`src/rtl/rvc_pkg.sv`:
```
package rvc_pkg;
    localparam int XLEN = 32;
    localparam int ILEN = 32;
    localparam int RAW  = 5;
    localparam int NREG = 1 << RAW;

    localparam logic [6:0] OPC_REG = 7'b0110011;
    localparam logic [6:0] OPC_IMM = 7'b0010011;

    typedef enum logic [2:0] {
        IMM_I = 3'b000,
        IMM_S = 3'b001,
        IMM_B = 3'b010,
        IMM_U = 3'b011,
        IMM_J = 3'b100
    } imm_sel_e;

    typedef enum logic [3:0] {
        ALU_ADD, ALU_SUB, ALU_SLL, ALU_SLT, ALU_SLTU,
        ALU_XOR, ALU_SRL, ALU_SRA, ALU_OR,  ALU_AND
    } alu_op_e;
endpackage

```
`src/rtl/rvc_decode.sv`:
```
module rvc_decode
    import rvc_pkg::*;
(
    input  logic [6:0] opcode,
    input  logic [2:0] funct3,
    input  logic       alt,
    output imm_sel_e   imm_sel,
    output logic       reg_wen,
    output logic       b_sel,
    output alu_op_e    alu_sel
);
    logic is_reg;
    logic is_imm;

    assign is_reg = (opcode == OPC_REG);
    assign is_imm = (opcode == OPC_IMM);

    always_comb begin
        imm_sel = IMM_I;
        reg_wen = is_reg | is_imm;
        b_sel   = is_imm;
        unique case (funct3)
            3'b000:  alu_sel = (is_reg && alt) ? ALU_SUB : ALU_ADD;
            3'b001:  alu_sel = ALU_SLL;
            3'b010:  alu_sel = ALU_SLT;
            3'b011:  alu_sel = ALU_SLTU;
            3'b100:  alu_sel = ALU_XOR;
            3'b101:  alu_sel = alt ? ALU_SRA : ALU_SRL;
            3'b110:  alu_sel = ALU_OR;
            default: alu_sel = ALU_AND;
        endcase
    end

    always_comb begin

        if (opcode == OPC_IMM && funct3 == 3'b000)
            addi_ctrl_chk: assert (alu_sel == ALU_ADD && b_sel && reg_wen && imm_sel == IMM_I);

        if (opcode != OPC_REG && opcode != OPC_IMM)
            foreign_op_chk: assert (!reg_wen);
    end
endmodule

```
`src/rtl/rvc_immgen.sv`:
```
module rvc_immgen
    import rvc_pkg::*;
(
    input  logic [ILEN-1:0] inst,
    input  logic [2:0]      sel,
    output logic [XLEN-1:0] imm
);
    always_comb begin
        unique case (sel)
            IMM_I:   imm = {{(XLEN-11){inst[31]}}, inst[30:20]};
            IMM_S:   imm = {{(XLEN-11){inst[31]}}, inst[30:25], inst[11:7]};
            IMM_B:   imm = {{(XLEN-12){inst[31]}}, inst[7], inst[30:25], inst[11:8], 1'b0};
            IMM_U:   imm = {inst[31:12], 12'b0};
            IMM_J:   imm = {{(XLEN-20){inst[31]}}, inst[19:12], inst[20], inst[30:21], 1'b0};
            default: imm = '0;
        endcase
    end

    always_comb begin

        if (sel == IMM_B || sel == IMM_J)
            even_target_chk: assert (imm[0] == 1'b0);

        if (sel == IMM_U)
            upper_low_zero_chk: assert (imm[11:0] == 12'b0);

        if (sel == IMM_I || sel == IMM_S || sel == IMM_B || sel == IMM_J)
            sign_bit_chk: assert (imm[XLEN-1] == inst[31]);
    end
endmodule

```
`src/rtl/rvc_regfile.sv`:
```
module rvc_regfile
    import rvc_pkg::*;
#(
    parameter int W  = XLEN,
    parameter int AW = RAW
) (
    input  logic          clk,
    input  logic          rst,
    input  logic [AW-1:0] ra1,
    input  logic [AW-1:0] ra2,
    output logic [W-1:0]  rd1,
    output logic [W-1:0]  rd2,
    input  logic          we,
    input  logic [AW-1:0] wa,
    input  logic [W-1:0]  wd
);
    localparam int DEPTH = 1 << AW;

    logic [W-1:0] regs [DEPTH];

    always_ff @(posedge clk) begin
        if (!rst && we && wa != '0)
            regs[wa] <= wd;
    end

    assign rd1 = (ra1 == '0) ? '0 : regs[ra1];
    assign rd2 = (ra2 == '0) ? '0 : regs[ra2];


    write_land_chk: assert property (@(posedge clk) disable iff (rst)
        (we && wa != '0) |=> regs[$past(wa)] == $past(wd));
endmodule

```
`src/rtl/rvc_alu.sv`:
```
module rvc_alu
    import rvc_pkg::*;
#(
    parameter int W = XLEN
) (
    input  alu_op_e       op,
    input  logic [W-1:0]  a,
    input  logic [W-1:0]  b,
    output logic [W-1:0]  y
);
    localparam int SHW = $clog2(W);

    logic [SHW-1:0] shamt;
    assign shamt = b[SHW-1:0];

    always_comb begin
        unique case (op)
            ALU_ADD:  y = a + b;
            ALU_SUB:  y = a - b;
            ALU_SLL:  y = a << shamt;
            ALU_SLT:  y = {{(W-1){1'b0}}, $signed(a) < $signed(b)};
            ALU_SLTU: y = {{(W-1){1'b0}}, a < b};
            ALU_XOR:  y = a ^ b;
            ALU_SRL:  y = a >> shamt;
            ALU_SRA:  y = W'($signed(a) >>> shamt);
            ALU_OR:   y = a | b;
            default:  y = a & b;
        endcase
    end

    always_comb begin

        if (op == ALU_SLT || op == ALU_SLTU)
            cmp_bool_chk: assert (y[W-1:1] == '0);

        if (op == ALU_SRA)
            sra_sign_chk: assert (y[W-1] == a[W-1]);
    end
endmodule

```
`src/rtl/rv_arith_core.sv`:
```
module rv_arith_core
    import rvc_pkg::*;
(
    input  logic            clk,
    input  logic            rst,
    output logic [XLEN-1:0] imem_addr,
    input  logic [ILEN-1:0] imem_data,
    output logic            wb_en,
    output logic [RAW-1:0]  wb_rd,
    output logic [XLEN-1:0] wb_data
);
    localparam logic [XLEN-1:0] PC_STEP = XLEN'(ILEN / 8);

    logic [XLEN-1:0] pc;
    logic [1:0]      age;
    imm_sel_e        imm_sel;
    logic            reg_wen;
    logic            b_sel;
    alu_op_e         alu_sel;
    logic [XLEN-1:0] rs1_val;
    logic [XLEN-1:0] rs2_val;
    logic [XLEN-1:0] imm;
    logic [XLEN-1:0] alu_b;
    logic [XLEN-1:0] alu_y;

    always_ff @(posedge clk) begin
        if (rst) pc <= '0;
        else     pc <= pc + PC_STEP;
    end

    always_ff @(posedge clk) begin
        if (rst)              age <= 2'd0;
        else if (age != 2'd3) age <= age + 2'd1;
    end

    assign imem_addr = pc;

    rvc_decode u_dec (
        .opcode (imem_data[6:0]),
        .funct3 (imem_data[14:12]),
        .alt    (imem_data[30]),
        .imm_sel(imm_sel),
        .reg_wen(reg_wen),
        .b_sel  (b_sel),
        .alu_sel(alu_sel)
    );

    rvc_regfile u_rf (
        .clk(clk),
        .rst(rst),
        .ra1(imem_data[19:15]),
        .ra2(imem_data[24:20]),
        .rd1(rs1_val),
        .rd2(rs2_val),
        .we (reg_wen),
        .wa (imem_data[11:7]),
        .wd (alu_y)
    );

    rvc_immgen u_imm (
        .inst(imem_data),
        .sel (imm_sel),
        .imm (imm)
    );

    assign alu_b = b_sel ? imm : rs2_val;

    rvc_alu u_alu (
        .op(alu_sel),
        .a (rs1_val),
        .b (alu_b),
        .y (alu_y)
    );

    assign wb_en   = reg_wen;
    assign wb_rd   = imem_data[11:7];
    assign wb_data = alu_y;


    pc_step_chk: assert property (@(posedge clk) disable iff (rst)
        (age != 2'd0) |-> imem_addr == $past(imem_addr) + PC_STEP);
endmodule

```
`config.mk`:
```
export PLATFORM = sky130hd
export DESIGN_NAME = rv_arith_core
export DESIGN_NICKNAME = d
export VERILOG_FILES = /design/src/rtl/rvc_pkg.sv /design/src/rtl/rvc_decode.sv /design/src/rtl/rvc_immgen.sv /design/src/rtl/rvc_regfile.sv /design/src/rtl/rvc_alu.sv /design/src/rtl/rv_arith_core.sv
export SDC_FILE = /design/constraint.sdc
export NUM_CORES = 2
export LEC_CHECK = 0
export BUFFER_PORTS_ARGS = -buffer_cell sky130_fd_sc_hd__buf_2
export CORE_MARGIN = 2
export CORE_UTILIZATION = 40
export CTS_CLUSTER_DIAMETER = 40
export DETAILED_ROUTE_END_ITERATION = 12
export GPL_TIMING_DRIVEN = 0
export HOLD_SLACK_MARGIN = 0.15
export PLACE_DENSITY = 0.67
export SLEW_MARGIN = 10
export SYNTH_ARGS = -nofsm -noshare
export SYNTH_HDL_FRONTEND = slang
export SYNTH_SLANG_ARGS = --single-unit
```
`constraint.sdc`:
```
create_clock -name clk -period 14.5 [get_ports clk]
set_clock_uncertainty 0.15 [all_clocks]
set_input_delay 2.175 -clock clk [delete_from_list [all_inputs] [get_ports clk]]
set_output_delay 2.175 -clock clk [all_outputs]
set_load 0.02 [all_outputs]
```
---- Word-level counts from Yosys, hierarchy flattened ----
Memory sizes are Yosys's and may differ from the RTL's.
Cells that the tools add are included.
W data, S select, Z words.
storage, ports and cells
  input bits .............................. 34
  memories kept ........................... 1
  RAM bits ................................ 1024
  flip-flop bits (word level) ............. 32
  output and inout port bits .............. 70
operators by class
  reductions and logical operators ........ 9
  muxes and demuxes ....................... 9
  equal/unequal tests ..................... 16
  bitwise gates (word level) .............. 4
  add/sub/neg operators ................... 3
  shifts and indexed selects .............. 3
  $lt $le $gt $ge ......................... 2
memories
  name       depth  bits a word  read ports  clocked after memory_dff  wr ports  RTL line           RTL
  u_rf.regs  32     32           2           0                         1         rvc_regfile.sv:19  logic [W-1:0] regs [DEPTH];
operators by type and width
  operator                 count
  $pmux W32 S9             1
  $mux W32                 3
  $lt A32 B32 Y1           2
  $add A32 B3 Y32 const B  1
  $add A32 B32 Y32         1
  $and A32 B32 Y32         1
  $or A32 B32 Y32          1
  $shl A32 B5 Y32          1
  $shr A32 B5 Y32          1
  $sshr A32 B5 Y32         1
  $sub A32 B32 Y32         1
  $xor A32 B32 Y32         1
  $pmux W4 S7              1
  $eq A4 B3 Y1 const B     4
  $logic_not A5 Y1         2
  $eq A3 B3 Y1 const B     3
  $eq A4 B2 Y1 const B     2
  $eq A7 B5 Y1 const B     1
  $eq A7 B6 Y1 const B     1
  $eq A3 B2 Y1 const B     2
  $reduce_bool A5 Y1       1
  $eq A4 B1 Y1 const B     1
  $eq A4 B4 Y1 const B     1
  $logic_not A4 Y1         1
  6 further kinds          11

---- Logic depth before layout (Yosys ltp) ----
  depth in word-level cells ............... 6
  depth in mapped cells ................... 24
  mapped depth without buffers ............ 18

---- Modules after synthesis ----
From an unflattened synthesis, not the netlist that was laid out.
second synthesis, totals
  cell total of the unflattened synthesis .. 3944
  area total of the unflattened synthesis .. 58394.8 sq um
modules (own cells, without submodules)
  module         cells each  area each (sq um)  times used  sequential area each (sq um)
  rvc_regfile    2369        47227.8            1           30749.5
  rvc_alu        1258        8698.3             1           0.0
  rv_arith_core  201         1800.5             1           600.6
  rvc_immgen     97          516.7              1           0.0
  rvc_decode     19          151.4              1           0.0

---- Least setup slack after synthesis ----
No wires, ideal clock.
  kind .................................... input -> output
  start ................................... input port imem_data[20]
  end ..................................... output port wb_data[28]
  stages on the path ...................... 22
  path slack .............................. 3.583 ns
  required time ........................... 12.175 ns
  arrival ................................. 8.592 ns
  path through ............................ buf_6 buf_2 buf_2 clkbuf_1 buf_1 mux4_2 mux4_2 a22oi_1 nand2_1 o21a_1 ha_1 clkbuf_1 nand3b_1 a21oi_1 nor3_1 o31ai_1 a311o_1 a221o_1 o21ai_0 xnor2_1 o221a_2 a31oi_1
on the way
  word-level cells in the longest chain between the ends .. 5
RTL lines
  what                                                 RTL line             RTL
  start, declared                                      rv_arith_core.sv:7   input logic [ILEN-1:0] imem_data,
  $mem_v2 Z32 W32 or $logic_not A5 Y1 (tied branches)  n/a
  $mux W32                                             rvc_regfile.sv:27    assign rd2 = (ra2 == '0) ? '0 : regs[ra2];
  $mux W32 *                                           rv_arith_core.sv:66  assign alu_b = b_sel ? imm : rs2_val;
  $sub A32 B32 Y32 (tied with other cells)             rvc_alu.sv:19        ALU_SUB: y = a - b;
  $pmux W32 S9 *                                       rvc_alu.sv:17        unique case (op)
  end, declared                                        rv_arith_core.sv:10  output logic [XLEN-1:0] wb_data
Mark *: on every way between the ends. The rest lies on a longest branch, timed or not.

---- Worst setup path after layout ----
  start ................................... input port imem_data[20]
  end ..................................... output port wb_data[23]
Same word-level chain as after synthesis.

==> flow_metrics.tcl <==
set metrics [dict create \
    rsz0062_at_grt "no" \
    fin_nets 4360 \
    cts_resized 0 \
    r2r_slack_ns 6.03 \
    synth_compound_area_frac 0.09739 \
    rows 140 \
    wl_per_cell_um 43.18 \
    timing.final.ws_setup_ns 0.1194 \
    drt_pass1_iterations 6 \
    critical-path-top-delay-family "buffers and inverters" \
    vdd_drop_max_mv 0.1102 \
    portBuffers 97 \
    dieArea_um2 149700 \
    htree_levels 3 \
    slew_headroom 0.04806 \
    yosys.area_share.simple 0.05836 \
    startpoint_type "input pin" \
    clock-sinks 1054 \
    cts_hold_buf 0 \
    max_freq_mhz 69.54 \
    place_congestion 1.057 \
    antenna_left 0 \
    hold_class "flop to flop" \
    drt_iter0_markers 8770 \
    required_ns 12.18 \
    netlist_area_um2 58630 \
    gr-total-overflow 0 \
    slowest_delay_ns 1.20 \
    drive_gt1_frac 0.2852 \
    layout_common_cells "edfxtp_1 (1024), mux4_2 (479), mux2i_1 (220)" \
    final_hold_viol_count 0 \
    fp.coreArea_um2 145600 \
    cpMostUsedCell "buf_2" \
    viasPerCell 7.223 \
    num_vias 45210 \
    cp.arrival_ns 12.06 \
    die_h_um 386.9 \
    p_leak_nw 23.17 \
    synthXorXnorAreaFrac 0.005377 \
    mostFrequentLayoutCell "edfxtp_1" \
    path_max_fanout 10 \
    ys_ff_latch 1054 \
    dp_hpwl_um 190900 \
    synthToLayoutAreaGrowth_pct 16.17 \
    cts_buffers 117 \
    finalSetupViolations 0 \
    yosysUniqueCellTypes 116 \
    synth.area.mux_share 0.2438 \
    slowest_stage "a2111oi_1" \
    synth_ff_type "edfxtp_1" \
    clk_latency_ns 0.74 \
    cts_root_buf "clkbuf_16" \
    period_minus_slack_ns 14.38 \
    antenna_found_initial 23 \
    p_per_area_nw_per_um2 127.3 \
    grt_pass1_vias 42910 \
    grt_usage 0.3522 \
    path_cells "buf_2, buf_6, buf_2, buf_2, clkbuf_1, buf_2, buf_2, mux4_2, mux4_2, mux2i_1, o21ai_0, ha_1, clkbuf_1, nor4_1, nand2_1, o21ai_0, a211oi_1, xnor2_1, o21ai_0, a2111oi_1, a31oi_4, buf_2" \
    synth_top_family_by_area "multiplexers" \
    tightest_slew_ns 1.428 \
    max_cap_viol_count 0 \
    seq_area_frac_synth 0.5347 \
    grt_max_degree 34 \
    crit_buf_inv 9 \
    power_w 0.008669 \
    synth_edf_count 1024 \
    crit_path_end_kind "primary output" \
    cts_buffer_depth 3 \
    clk_pin_slew_ns 0.06 \
    initial_utilization 0.4028 \
    status "finished clean" \
    synth-warning-count 0 \
    postCtsSetupBuffers 0 \
    syn_avg_cell_area_um2 15.08 \
    slew_viol_final 0 \
    pre_cts_ws_ns 0.3500 \
    route.detailed.drc 0 \
    pin_count 104 \
    critPathKind "input pin to primary output" \
    die_w_um 386.9 \
    period_share 0.9918 \
    cts_tree "done" \
    grt_pass1_wl_um 361600 \
    routed_wl_um 270300 \
    hold_ws_ns 0.3304 \
    synth_cells 3887 \
    async_reset_ff_frac 0 \
    synthAdderAreaFrac 0.02159 \
]
## flip-flops by register name, summed over array words and instances (netlist names)
signal / count
imem_addr: 30
u_rf.regs: 1024
## synthesized netlist by cell type, types with 24 or more instances
cell type  number  area, um^2
edfxtp_1     1024       30750
mux4_2        479       10790
mux2i_1       220        2202
nor2_1        219       822.0
a21oi_1       168       840.8
clkbuf_1      146       548.0
nand2_1       142       533.0
o21ai_0       120       600.6
ha_1           98        1226
inv_1          95       356.6
mux2_2         72       810.8
nand3_1        70       350.3
nor3_1         57       285.3
buf_2          52       260.3
o221ai_1       52       455.4
a22o_1         48       420.4
a211o_1        47       411.6
a211oi_1       33       247.7
buf_6          33       371.6
a22oi_1        31       232.7
buf_1          30       112.6
dfxtp_1        30       600.6
nor2b_1        26       162.7
buf_4          25       187.7
o211ai_1       25       187.7
a21o_1         24       180.2
and3_1         24       150.1
or3_1          24       150.1
## worst paths after layout
| kind | from | end | cells past startpoint |
|---|---|---|---|
| worst max-delay path | imem_data[20] | wb_data[23] | 22 |
| worst min-delay path | imem_addr[2] | imem_addr[2] | 1 |
| worst max register to register | u_rf.regs[31][2] | u_rf.regs[8][23] | 19 |
| worst min register to register | imem_addr[2] | imem_addr[2] | 1 |
## cell families (layout without fill, tap and decap cells)
logic type      after synthesis  count (layout)
flops                      1054            1054
compound gates              799             799
mux                         792             792
simple gates                688             688
buf+inv                     417             827
fa+ha+maj                   100             100
xor+xnor                     36              36
other cells                   1              46
## cell type report
| class | instances | area (um^2) |
|---|---|---|
| Fill cell | 12420 | 77450 |
| Antenna cell | 12 | 30.03 |
| Sequential cell | 1054 | 31350 |
| Tap cell | 1917 | 2399 |
| Inverter | 107 | 414.1 |
| Clock inverter | 90 | 933.4 |
| Clock buffer | 133 | 3124 |
| Multi-Input combinational cell | 2449 | 25650 |
| Timing Repair Buffer | 187 | 2318 |
| Buffer | 310 | 1894 |
## power by group
part / internal (W) / switching, W
Sequential: 0.00354 / 0.00000822
Combinational: 0.000591 / 0.00141
Clock: 0.00177 / 0.00135
## routing by layer
metal  GRT usage  vias up  share of wire
li1            -    16770              -
met1      0.4294    22860           0.33
met2      0.5153     4475           0.42
met3      0.1259     1081           0.15
met4      0.2596       18          0.091
met5           0        -        0.00051
## through the flow
step | instance area, um^2 | setup TNS, ns | instances | utilization
4_1_cts | 68060 | 0 | 6246 | 0.4675
3_5_place_dp | 64000 | 0 | 6023 | 0.4397
3_3_place_gp | 61640 | -11.86 | 5934 | 0.4235
5_1_grt | 68090 | 0 | 6247 | 0.4678
6_report | 68120 | 0 | 6259 | 0.4680
2_1_floorplan | 58760 | 0 | 3920 | -
(Power assumes the default switching activity.)
